## config.mk

```make
export PLATFORM = sky130hd
export DESIGN_NAME = exti_detect
export DESIGN_NICKNAME = d
export VERILOG_FILES = /design/src/rtl/exti_pkg.sv /design/src/rtl/exti_sync_bank.sv /design/src/rtl/exti_ctrl_reg.sv /design/src/rtl/exti_channel.sv /design/src/rtl/exti_detect.sv
export SDC_FILE = /design/constraint.sdc
export NUM_CORES = 1
export LEC_CHECK = 0
export BUFFER_PORTS_ARGS = -buffer_cell sky130_fd_sc_hd__buf_4
export CORE_MARGIN = 3
export CORE_UTILIZATION = 37
export DETAILED_ROUTE_END_ITERATION = 7
export GPL_TIMING_DRIVEN = 0
export SLEW_MARGIN = 20
export SYNTH_ARGS = -nofsm -noshare
export SYNTH_HDL_FRONTEND = slang
export SYNTH_SLANG_ARGS = --single-unit
```

## constraint.sdc

```tcl
create_clock -name clk -period 3.4 [get_ports clk]
set_input_delay 1.02 -clock clk [delete_from_list [all_inputs] [get_ports clk]]
set_output_delay 1.02 -clock clk [all_outputs]
set_load 0.01 [all_outputs]
```

## src/rtl/exti_pkg.sv

```systemverilog
package exti_pkg;
  localparam int PINS_PER_CH = 16;
  localparam int SEL_W       = $clog2(PINS_PER_CH);
  localparam int CH_FIELD_W  = 8;

  typedef enum logic [1:0] {
    MODE_LEVEL = 2'd0,
    MODE_EDGE  = 2'd1,
    MODE_BOTH  = 2'd2,
    MODE_RSVD  = 2'd3
  } det_mode_e;

  // Byte layout per channel, MSB first: enable, mode, polarity, select
  typedef struct packed {
    logic             en;
    det_mode_e        mode;
    logic             pol;
    logic [SEL_W-1:0] sel;
  } chan_cfg_t;
endpackage

```

## src/rtl/exti_sync_bank.sv

```systemverilog
module exti_sync_bank #(
  parameter int WIDTH = 16
) (
  input  logic             clk,
  input  logic             rst_n,
  input  logic [WIDTH-1:0] raw_i,
  output logic [WIDTH-1:0] sync_o
);
  logic [WIDTH-1:0] stage1_q;
  logic [WIDTH-1:0] stage2_q;

  always_ff @(posedge clk) begin
    if (!rst_n) begin
      stage1_q <= '0;
      stage2_q <= '0;
    end else begin
      stage1_q <= raw_i;
      stage2_q <= stage1_q;
    end
  end

  assign sync_o = stage2_q;
endmodule

```

## src/rtl/exti_ctrl_reg.sv

```systemverilog
module exti_ctrl_reg
  import exti_pkg::*;
#(
  parameter int NUM_CH = 2,
  parameter int REG_W  = 32
) (
  input  logic                        clk,
  input  logic                        rst_n,
  input  logic                        wr_en,
  input  logic [REG_W-1:0]            wdata,
  output logic [REG_W-1:0]            rdata,
  output chan_cfg_t [NUM_CH-1:0]      cfg_o,
  output logic [NUM_CH-1:0]           sel_load_o,
  output logic [NUM_CH-1:0][SEL_W-1:0] sel_next_o
);
  localparam int USED_W = NUM_CH * CH_FIELD_W;

  logic [USED_W-1:0] ctrl_q;

  always_ff @(posedge clk) begin
    if (!rst_n) ctrl_q <= '0;
    else if (wr_en) ctrl_q <= wdata[USED_W-1:0];
  end

  always_comb begin
    rdata = '0;
    rdata[USED_W-1:0] = ctrl_q;
  end

  for (genvar c = 0; c < NUM_CH; c++) begin : g_field
    assign cfg_o[c]      = chan_cfg_t'(ctrl_q[c*CH_FIELD_W +: CH_FIELD_W]);
    assign sel_next_o[c] = wdata[c*CH_FIELD_W +: SEL_W];
    assign sel_load_o[c] = wr_en &&
                           (wdata[c*CH_FIELD_W +: SEL_W] != ctrl_q[c*CH_FIELD_W +: SEL_W]);
  end

  if (USED_W < REG_W) begin : g_spare
    logic unused_hi;
    assign unused_hi = ^wdata[REG_W-1:USED_W];
  end

  AST_WRITE_LANDS: assert property (@(posedge clk) disable iff (!rst_n)
    wr_en |=> rdata[USED_W-1:0] == $past(wdata[USED_W-1:0]));
  AST_HOLD_NO_WRITE: assert property (@(posedge clk) disable iff (!rst_n)
    !wr_en |=> $stable(rdata));
endmodule

```

## src/rtl/exti_channel.sv

```systemverilog
module exti_channel
  import exti_pkg::*;
(
  input  logic                   clk,
  input  logic                   rst_n,
  input  chan_cfg_t              cfg,
  input  logic                   sel_load,
  input  logic [SEL_W-1:0]       sel_next,
  input  logic [PINS_PER_CH-1:0] pins_raw,
  input  logic                   clr,
  output logic                   pend
);
  logic [PINS_PER_CH-1:0] pins_sync;
  logic cur_s;
  logic prev_q;
  logic pend_q;
  logic rise_s, fall_s;
  logic active_s;
  logic edge_hit;
  logic pend_nxt;

  exti_sync_bank #(.WIDTH(PINS_PER_CH)) u_sync (
    .clk    (clk),
    .rst_n  (rst_n),
    .raw_i  (pins_raw),
    .sync_o (pins_sync)
  );

  assign cur_s  = pins_sync[cfg.sel];
  assign rise_s = cur_s & ~prev_q;
  assign fall_s = ~cur_s & prev_q;
  assign active_s = cfg.en && (cfg.mode != MODE_RSVD);

  // Reload the history from the incoming pin so a pin switch is not an edge
  always_ff @(posedge clk) begin
    if (!rst_n)        prev_q <= 1'b0;
    else if (sel_load) prev_q <= pins_sync[sel_next];
    else               prev_q <= cur_s;
  end

  always_comb begin
    unique case (cfg.mode)
      MODE_EDGE: edge_hit = cfg.pol ? rise_s : fall_s;
      MODE_BOTH: edge_hit = rise_s | fall_s;
      default:   edge_hit = 1'b0;
    endcase
  end

  always_comb begin
    if (!active_s)                   pend_nxt = 1'b0;
    else if (cfg.mode == MODE_LEVEL) pend_nxt = (cur_s == cfg.pol);
    else                             pend_nxt = edge_hit | (pend_q & ~clr);
  end

  always_ff @(posedge clk) begin
    if (!rst_n) pend_q <= 1'b0;
    else        pend_q <= pend_nxt;
  end

  assign pend = pend_q;

  AST_OFF_IS_QUIET: assert property (@(posedge clk) disable iff (!rst_n)
    !active_s |=> !pend);
  AST_LEVEL_NO_CLEAR: assert property (@(posedge clk) disable iff (!rst_n)
    (active_s && cfg.mode == MODE_LEVEL && cur_s == cfg.pol && clr) |=> pend);
  AST_EDGE_STICKY: assert property (@(posedge clk) disable iff (!rst_n)
    (active_s && cfg.mode != MODE_LEVEL && pend && !clr) |=> pend);
  AST_SINGLE_EDGE_SETS: assert property (@(posedge clk) disable iff (!rst_n)
    (cfg.en && cfg.mode == MODE_EDGE && ((cfg.pol && rise_s) || (!cfg.pol && fall_s))) |=> pend);
  AST_DUAL_EDGE_SETS: assert property (@(posedge clk) disable iff (!rst_n)
    (cfg.en && cfg.mode == MODE_BOTH && (rise_s || fall_s)) |=> pend);
endmodule

```

## src/rtl/exti_detect.sv

```systemverilog
module exti_detect
  import exti_pkg::*;
#(
  parameter int NUM_CH = 2,
  parameter int REG_W  = 32
) (
  input  logic                          clk,
  input  logic                          rst_n,
  input  logic                          cfg_wr_en,
  input  logic [REG_W-1:0]              cfg_wdata,
  output logic [REG_W-1:0]              cfg_rdata,
  input  logic [NUM_CH-1:0]             pend_clr,
  input  logic [NUM_CH*PINS_PER_CH-1:0] pin_bus,
  output logic [NUM_CH-1:0]             irq_pend
);
  chan_cfg_t [NUM_CH-1:0]         cfg_w;
  logic [NUM_CH-1:0]              sel_load_w;
  logic [NUM_CH-1:0][SEL_W-1:0]   sel_next_w;

  exti_ctrl_reg #(.NUM_CH(NUM_CH), .REG_W(REG_W)) u_ctrl (
    .clk        (clk),
    .rst_n      (rst_n),
    .wr_en      (cfg_wr_en),
    .wdata      (cfg_wdata),
    .rdata      (cfg_rdata),
    .cfg_o      (cfg_w),
    .sel_load_o (sel_load_w),
    .sel_next_o (sel_next_w)
  );

  for (genvar c = 0; c < NUM_CH; c++) begin : g_ch
    exti_channel u_chan (
      .clk      (clk),
      .rst_n    (rst_n),
      .cfg      (cfg_w[c]),
      .sel_load (sel_load_w[c]),
      .sel_next (sel_next_w[c]),
      .pins_raw (pin_bus[c*PINS_PER_CH +: PINS_PER_CH]),
      .clr      (pend_clr[c]),
      .pend     (irq_pend[c])
    );
  end
endmodule

```

# Word-level counts from Yosys, hierarchy flattened
# Index checks and enable logic that the tools add are counted.
# op_classes
eq_ne	10
bitwise_logic	16
n_mux	16
n_reduce_logical	8
magnitude_cmp	4
# op_table
op	count
less-than comparator 4 x 5 -> 1 bit, second input constant	4
binary-select mux 1 bit (select 4 bit)	4
two-way mux 1 bit	10
!= test 4 bit	2
bitwise AND 1 bit	6
inverter 1 bit	6
== test 2 x 1 -> 1 bit, second input constant	2
== test 2 bit, second input constant	2
logical AND 1 bit	4
zero test 2 bit	2
!= test 2 bit, second input constant	2
OR 1 bit	4
case mux 1 bit (2 select lines)	2
AND reduction 2 bit	2
== test 1 bit	2
# totals
register_bits	84
in_bits	69
wordCells	63

# Logic depth before layout (Yosys ltp)
# Gate-level depths: netlist (run 1).
# depth
depth_word	8
depth_mapped	12
ltp_nobuf	11

# By module
# Synthesis (run 1) repeated with hierarchy kept, for this count alone.
# hier_totals
hier_cells	308
hier_area_um2	3719.8
# by_module_without_submodules
mod	cells_each	seq_area_each_um2	n_inst	area_each_um2
exti_sync_bank	67	640.6	2	895.9
exti_ctrl_reg	102	320.3	1	1007.2
exti_channel	36	40.0	2	460.4

# Worst setup path before layout (run 1)
# No wires, ideal clock.
# synth_timing
path_type	register -> register
startpoint	reg u_ctrl.ctrl_q[10] (netlist: u_ctrl.cfg_o[10])
endpoint	reg g_ch[1].u_chan.pend_q
stages_incl_launch_ff	11
path_slack_ps	730
arrival_time_ps	2597
required_ps	3327
setup_time_ps	73
cell_sequence	dfxtp_1 > clkbuf_8 > mux4_1 > nor2b_1 > a211oi_1 > a21o_2 > ha_1 > o22ai_1 > a221oi_1 > a2111o_1 > nor3_2
# synth_between
elab_chain_len	8
elab_cells_between_ends	11
cone_classes	eq/ne: 1; mux: 5; bitwise: 5
# synth_rtl
item	line_no	source
start: declaration	exti_ctrl_reg.sv:18	logic [USED_W-1:0] ctrl_q;
start signal: assignment	exti_ctrl_reg.sv:22	else if (wr_en) ctrl_q <= wdata[USED_W-1:0];
binary-select mux 1 bit (select 4 bit) (*)	exti_channel.sv:29	assign cur_s = pins_sync[cfg.sel];
two-way mux 1 bit (not written as such) (*)	exti_channel.sv:29	
inverter 1 bit	exti_channel.sv:31	assign fall_s = ~cur_s & prev_q;
bitwise AND 1 bit	exti_channel.sv:31	
OR 1 bit / two-way mux 1 bit (equally long branches)	exti_channel.sv:44, exti_channel.sv:43	
case mux 1 bit (2 select lines)	exti_channel.sv:42	unique case (cfg.mode)
OR 1 bit	exti_channel.sv:52	else pend_nxt = edge_hit | (pend_q & ~clr);
two-way mux 1 bit (*)	exti_channel.sv:51	else if (cfg.mode == MODE_LEVEL) pend_nxt = (cur_s == cfg.pol);
end signal: assignment	exti_channel.sv:57	else pend_q <= pend_nxt;
end: declaration	exti_channel.sv:16	logic pend_q;
# Every way passes the cells marked *; elsewhere a longest branch is shown, timed or not. The select of a mux whose other input is x is not followed.
# A chain may end at the register's enable or synchronous reset.

# Worst setup path in the final report (run 1)
# Same ends and word-level chain as after synthesis.

==> results.sh, run 1 <==
export IMPL_yosysSeqAreaShare=0.473
export IMPL_hold_path_class="reg -> reg"
export IMPL_drive_above_1_share=0.303
export IMPL_pin_count=103
export IMPL_grt_pass1_vias=2393
export IMPL_num_rows=35
export IMPL_cts_clk_slew_worst_paths_ns=0.09
export IMPL_gp_congestion=0.766
export IMPL_critPathRequiredTime_ns=3.69
export IMPL_clock_sinks=84
export IMPL_crit_type="reg -> reg"
export IMPL_pre_cts_ws_ns=0.570
export IMPL_first_pass_iters=5
export IMPL_antenna_found_initial=0
export IMPL_critPathLaunchType="flop"
export IMPL_core_area_um2=9280
export IMPL_post_synth_top_area_fraction=0.473
export IMPL_ys_seq_elements=84
export IMPL_power_density_nw_per_um2=447
export IMPL_finalHoldViolCount=0
export IMPL_fin_ws_ns=0.578
export IMPL_cp_slowest_cell="mux4_1"
export IMPL_cts_made_buffers=9
export IMPL_period_share=0.830
export IMPL_timing_setup_tns_ns=0
export IMPL_critical_path_top_delay_family="compound AO/OA/AOI/OAI gates"
export IMPL_drc_errors=0
export IMPL_fp_dieArea_um2=10800
export IMPL_path_max_fanout=8
export IMPL_antenna_left=0
export IMPL_layout_nets=498
export IMPL_cp_end_kind="flop"
export IMPL_grt_use_total=0.128
export IMPL_grt_overflow_total=0
export IMPL_synth_warnings=0
export IMPL_synthTopCellsByArea="dfxtp_1 47%, and2_1 11%, mux4_2 6.3%, mux2i_1 6.2%, ha_1 4.2%"
export IMPL_rsz0062_at_grt="no"
export IMPL_synth_area_um2=3560
export IMPL_worst_hold_slack_ns=0.426
export IMPL_worst_pin_slew_ns=0.632
export IMPL_synth_avg_cell_area_um2=11.0
export IMPL_holdBufCountCts=0
export IMPL_via_count=2400
export IMPL_fin_skew_ns=0.0159
export IMPL_finalMaxSlewViolations=0
export IMPL_synthCells=324
export IMPL_ir_drop_v=0.000181
export IMPL_portBuffers=67
export IMPL_ff2ff_setup_slack_ns=0.58
export IMPL_synth_cell_types=40
export IMPL_root_buffer="clkbuf_8"
export IMPL_setup_viol=0
export IMPL_status="complete, no violations"
export IMPL_max_freq_ghz=0.354
export IMPL_cpPeakStageDelay_ns=0.53
export IMPL_clock_latency_ns=0.36
export IMPL_crit_buf_inv=1
export IMPL_synth_top_cell_by_area="dfxtp_1"
export IMPL_power_mw=1.99
export IMPL_cts_tree="done"
export IMPL_clock_path_buffers=2
export IMPL_via_per_inst=4.36
export IMPL_area_growth_pct=25.4
export IMPL_grt_pass1_wl_um=11300
export IMPL_post_cts_buffers=0
export IMPL_htreeDepth=3
export IMPL_wl_per_cell_um=12.2
export IMPL_worstPathArrival_ns=3.11
export IMPL_die_y_um=104
export IMPL_path_cells="clkbuf_8 -> mux4_1 -> nor2b_1 -> a211oi_1 -> a21o_2 -> ha_1 -> o22ai_1 -> a221oi_1 -> a2111o_1 -> nor3_2"
export IMPL_diodes=0
export IMPL_cts_resized=0
export IMPL_dpl_hpwl_um=5000
export IMPL_drv_cap=0
export IMPL_post_route_min_period_ns=2.82
export IMPL_die_w_um=104
export IMPL_routed_wirelength_um=6750
export IMPL_grt_max_degree=17
export IMPL_leakage_nw=2.05
export IMPL_slew_headroom=0.579
export IMPL_fillCellCount=926
export IMPL_drtIter0Drc=46
export IMPL_start_util=0.383
per-stage QoR:
step / util / instance area, um2 / std cells
after floorplan: - / 3610 / 339
after global placement: 0.461 / 4280 / 535
after detailed placement: 0.461 / 4280 / 535
after CTS: 0.480 / 4460 / 551
after global routing: 0.480 / 4460 / 551
final: 0.480 / 4460 / 551
synth_stat cells (all sizes together):
library cell  number
a21oi              2
o2bb2ai            2
a2111o             1
mux2               4
and3               5
nor3b              4
buf               22
inv               15
conb               1
dfxtp             84
ha                12
a221oi             1
clkbuf            14
and2b              1
a41o               1
and2              64
nor2              19
a2111oi            4
or4                2
nor3               2
nor2b              5
o41ai              2
o22ai              1
mux2i             22
xor2               8
a211oi             4
mux4              12
o221ai             1
a21o               2
o2111ai            1
nand2              5
clkinv             1
placed cells by master (no fill, tap or decap), types with 2 or more instances in the layout:
cell type and n:
buf_4 85, dfxtp_1 84, and2_1 64, mux2i_1 22, nor2_1 19, conb_1 16
inv_1 15, ha_1 12, clkbuf_1 11, mux4_2 10, clkbuf_8 10, xor2_1 8
and3_1 5, nor2b_1 5, nand2_1 5, mux2_2 4, nor3b_1 4, a211oi_1 4
a2111oi_0 3, inv_6 3, buf_6 2, clkbuf_2 2, buf_2 2, or4_4 2
mux4_1 2, a21oi_1 2, o41ai_1 2, o2bb2ai_1 2, clkinvlp_4 2
registers in the layout, summed over array words and instances (netlist names):
register                     flops
g_ch.u_chan.u_sync.stage1_q     32
g_ch.u_chan.prev_q               2
g_ch.u_chan.pend                 2
g_ch.u_chan.u_sync.sync_o       32
u_ctrl.cfg_o                    16
path summary, 6_finish.rpt:
kind | start | endpoint | cells after the start
max | u_ctrl.cfg_o[10] | g_ch[1].u_chan.pend | 10
min | g_ch[0].u_chan.u_sync.stage1_q[5] | g_ch[0].u_chan.u_sync.sync_o[5] | 1
max reg2reg | u_ctrl.cfg_o[10] | g_ch[1].u_chan.pend | 10
min reg2reg | g_ch[0].u_chan.u_sync.stage1_q[5] | g_ch[0].u_chan.u_sync.sync_o[5] | 1
report_power, final:
part / leakage [nW] / switching (mW) / internal [mW]
logic: 1.27 / 0.114 / 0.150
clock network: 0.0886 / 0.393 / 0.277
registers: 0.694 / 0.0254 / 1.03
cell type report:
type	instances	area, um2	area share
buffer	36	233	0.0522
tap	129	161	0.0362
multi-input combinational	203	1640	0.368
inverter	16	60.1	0.0135
sequential	84	1680	0.377
timing repair buffer	67	503	0.113
clock buffer	9	124	0.0278
clock inverter	7	57.6	0.0129
cells by family (layout without fill, tap and decap cells):
kind of cell / Yosys count / after routing / synth area share
muxes: 38 / 38 / 0.153
xor gates and xnor gates: 8 / 8 / 0.0197
DFF: 84 / 84 / 0.473
buffers and inverters: 52 / 135 / 0.0823
and+or+nand+nor: 107 / 107 / 0.177
adders and majority gates: 12 / 12 / 0.0422
AOI/OAI and AO/OA: 22 / 22 / 0.0524
other: 1 / 16 / 0.00105
layer usage:
layer / wire length [um] / global-route usage / share of wire
met1: 3100 / 0.158 / 0.46
met2: 3120 / 0.207 / 0.46
met3: 448 / 0.0497 / 0.066
met4: 83 / 0.0399 / 0.012
met5: 0 / 0 / 0
Power figures use the tool's default switching activity.
==> run 2, diff against run 1 <==
==> constraint.sdc (replaced) <==
create_clock -name clk -period 2.9 [get_ports clk]
set_input_delay 0.87 -clock clk [delete_from_list [all_inputs] [get_ports clk]]
set_output_delay 0.87 -clock clk [all_outputs]
set_load 0.01 [all_outputs]
==> results.sh, run 2 (synthesized netlist as in run 1, its figures left out) <==
export IMPL_status="complete, no violations"
export IMPL_critical_path_top_delay_family="compound AO/OA/AOI/OAI gates"
export IMPL_path_max_fanout=8
export IMPL_layout_nets=498
export IMPL_cp_end_kind="flop"
export IMPL_wl_met2_um=3140
export IMPL_grt_use_total=0.128
export IMPL_r2r_start="u_ctrl.cfg_o[10]"
export IMPL_core_area_um2=9280
export IMPL_leakage_nw=2.05
export IMPL_crit_end="g_ch[1].u_chan.pend"
export IMPL_layout_commonest_cell="buf_4"
export IMPL_slew_headroom=0.581
export IMPL_worst_pin_slew_ns=0.628
export IMPL_grt_max_degree=17
export IMPL_clock_sinks=84
export IMPL_wl_met1_um=3110
export IMPL_regArea_um2=1680
export IMPL_fin_skew_ns=0.0153
export IMPL_crit_cells=10
export IMPL_top_layer="met4"
export IMPL_gp_congestion=0.766
export IMPL_num_rows=35
export IMPL_grt_overflow_total=0
export IMPL_multi_input_area_um2=1650
export IMPL_via_count=2379
export IMPL_cts_clk_slew_worst_paths_ns=0.09
export IMPL_diodes=0
export IMPL_grt_pass1_wl_um=11300
export IMPL_drtIter0Drc=46
export IMPL_via_per_inst=4.32
export IMPL_wl_per_cell_um=12.3
export IMPL_start_util=0.383
export IMPL_ff2ff_setup_slack_ns=0.17
export IMPL_finalMaxSlewViolations=0
export IMPL_setup_viol=0
export IMPL_die_w_um=104
export IMPL_finalHoldViolCount=0
export IMPL_antenna_found_initial=0
export IMPL_crit_buf_inv=1
export IMPL_clock_path_buffers=2
export IMPL_first_pass_iters=4
export IMPL_critPathRequiredTime_ns=3.19
export IMPL_max_freq_ghz=0.367
export IMPL_fp_dieArea_um2=10800
export IMPL_crit_type="reg -> reg"
export IMPL_cp_slowest_cell="mux4_1"
export IMPL_timing_setup_tns_ns=0
export IMPL_htreeDepth=3
export IMPL_die_y_um=104
export IMPL_power_mw=2.33
export IMPL_root_buffer="clkbuf_8"
export IMPL_period_share=0.940
export IMPL_area_growth_pct=25.6
export IMPL_antenna_left=0
export IMPL_clock_latency_ns=0.36
export IMPL_critPathLaunchType="flop"
export IMPL_holdBufCountCts=0
export IMPL_portBuffers=67
export IMPL_drv_cap=0
export IMPL_post_cts_buffers=0
export IMPL_post_route_util=0.481
export IMPL_post_route_min_period_ns=2.73
export IMPL_path_cells="clkbuf_8 -> mux4_1 -> nor2b_1 -> a211oi_2 -> a21o_2 -> ha_1 -> o22ai_1 -> a221oi_1 -> a2111o_1 -> nor3_2"
export IMPL_pin_count=103
export IMPL_worstPathArrival_ns=3.02
export IMPL_hold_path_class="reg -> reg"
export IMPL_power_density_nw_per_um2=521
export IMPL_grt_pass1_vias=2393
export IMPL_startpoint="u_ctrl.cfg_o[10]"
export IMPL_fillCellCount=927
export IMPL_cpPeakStageDelay_ns=0.53
export IMPL_drive_above_1_share=0.308
export IMPL_ir_drop_v=0.000211
export IMPL_r2r_end="g_ch[1].u_chan.pend"
export IMPL_drc_errors=0
export IMPL_wl_met3_um=434
export IMPL_reg2reg_depth=10
export IMPL_cts_made_buffers=9
export IMPL_routed_wirelength_um=6760
export IMPL_dpl_hpwl_um=5000
export IMPL_cts_tree="done"
export IMPL_final_cell_mix="85 x buf_4, 84 x dfxtp_1, 64 x and2_1"
-- run 2: cell counts in the layout (fill, tap and decap cells not counted) --
Identical to the previous run, type by type.
-- run 2: how the worst min path moves through the flow --
| stage | start | to | slack [ns] | depth (start not counted) |
|---|---|---|---|---|
| 2_1_floorplan | g_ch[0].u_chan.u_sync.stage1_q[0] | g_ch[0].u_chan.u_sync.sync_o[0] | 0.41 | 1 |
| 3_3_place_gp | g_ch[1].u_chan.u_sync.stage1_q[0] | g_ch[1].u_chan.u_sync.sync_o[0] | 0.42 | 1 |
| 3_5_place_dp | g_ch[0].u_chan.u_sync.stage1_q[5] | g_ch[0].u_chan.u_sync.sync_o[5] | 0.42 | 1 |
| 4_1_cts | g_ch[0].u_chan.u_sync.stage1_q[5] | g_ch[0].u_chan.u_sync.sync_o[5] | 0.43 | 1 |
| 5_1_grt | g_ch[0].u_chan.u_sync.stage1_q[9] | g_ch[0].u_chan.u_sync.sync_o[9] | 0.45 | 1 |
| 6_report | g_ch[0].u_chan.u_sync.stage1_q[5] | g_ch[0].u_chan.u_sync.sync_o[5] | 0.43 | 1 |
-- run 2: cell type report --
| cell class | count | share of cell area |
|---|---|---|
| repair buffers | 67 | 0.113 |
| clock inverters | 7 | 0.0129 |
| flip-flops and latches | 84 | 0.376 |
| plain buffers | 36 | 0.0521 |
| clock buffers | 9 | 0.0277 |
| well taps | 129 | 0.0361 |
| multi-input cells | 203 | 0.369 |
| inverters | 16 | 0.0134 |
-- run 2: layer usage --
| metal | up-vias | global-route usage |
|---|---|---|
| met1 | 1079 | 0.158 |
| met4 | 0 | 0.0399 |
| met5 | - | 0 |
| li1 | 1235 | - |
| met3 | 8 | 0.0497 |
| met2 | 57 | 0.207 |
-- run 2: report_power, final --
part / internal [mW] / total (mW) / leakage, nW / switching (mW)
clock network: 0.324 / 0.778 / 0.0886 / 0.454
logic: 0.176 / 0.312 / 1.27 / 0.135
registers: 1.21 / 1.24 / 0.694 / 0.0300
-- run 2: through the flow --
step / worst slack (ns) / cell area [um2] / instances / hold WS [ns]
after floorplan: 0.230 / 3610 / 339 / 0.412
after detailed placement: 0.0699 / 4280 / 535 / 0.417
after CTS: 0.0451 / 4460 / 551 / 0.428
after global placement: 0.0899 / 4280 / 535 / 0.418
final: 0.173 / 4470 / 551 / 0.426
after global routing: -0.000993 / 4470 / 551 / 0.451
-- run 2: what timing repair did --
action / CTS / global route
hold endpoints to repair: 0 / 0
setup endpoints to repair: 0 / 2
resized for setup: 0 / 2
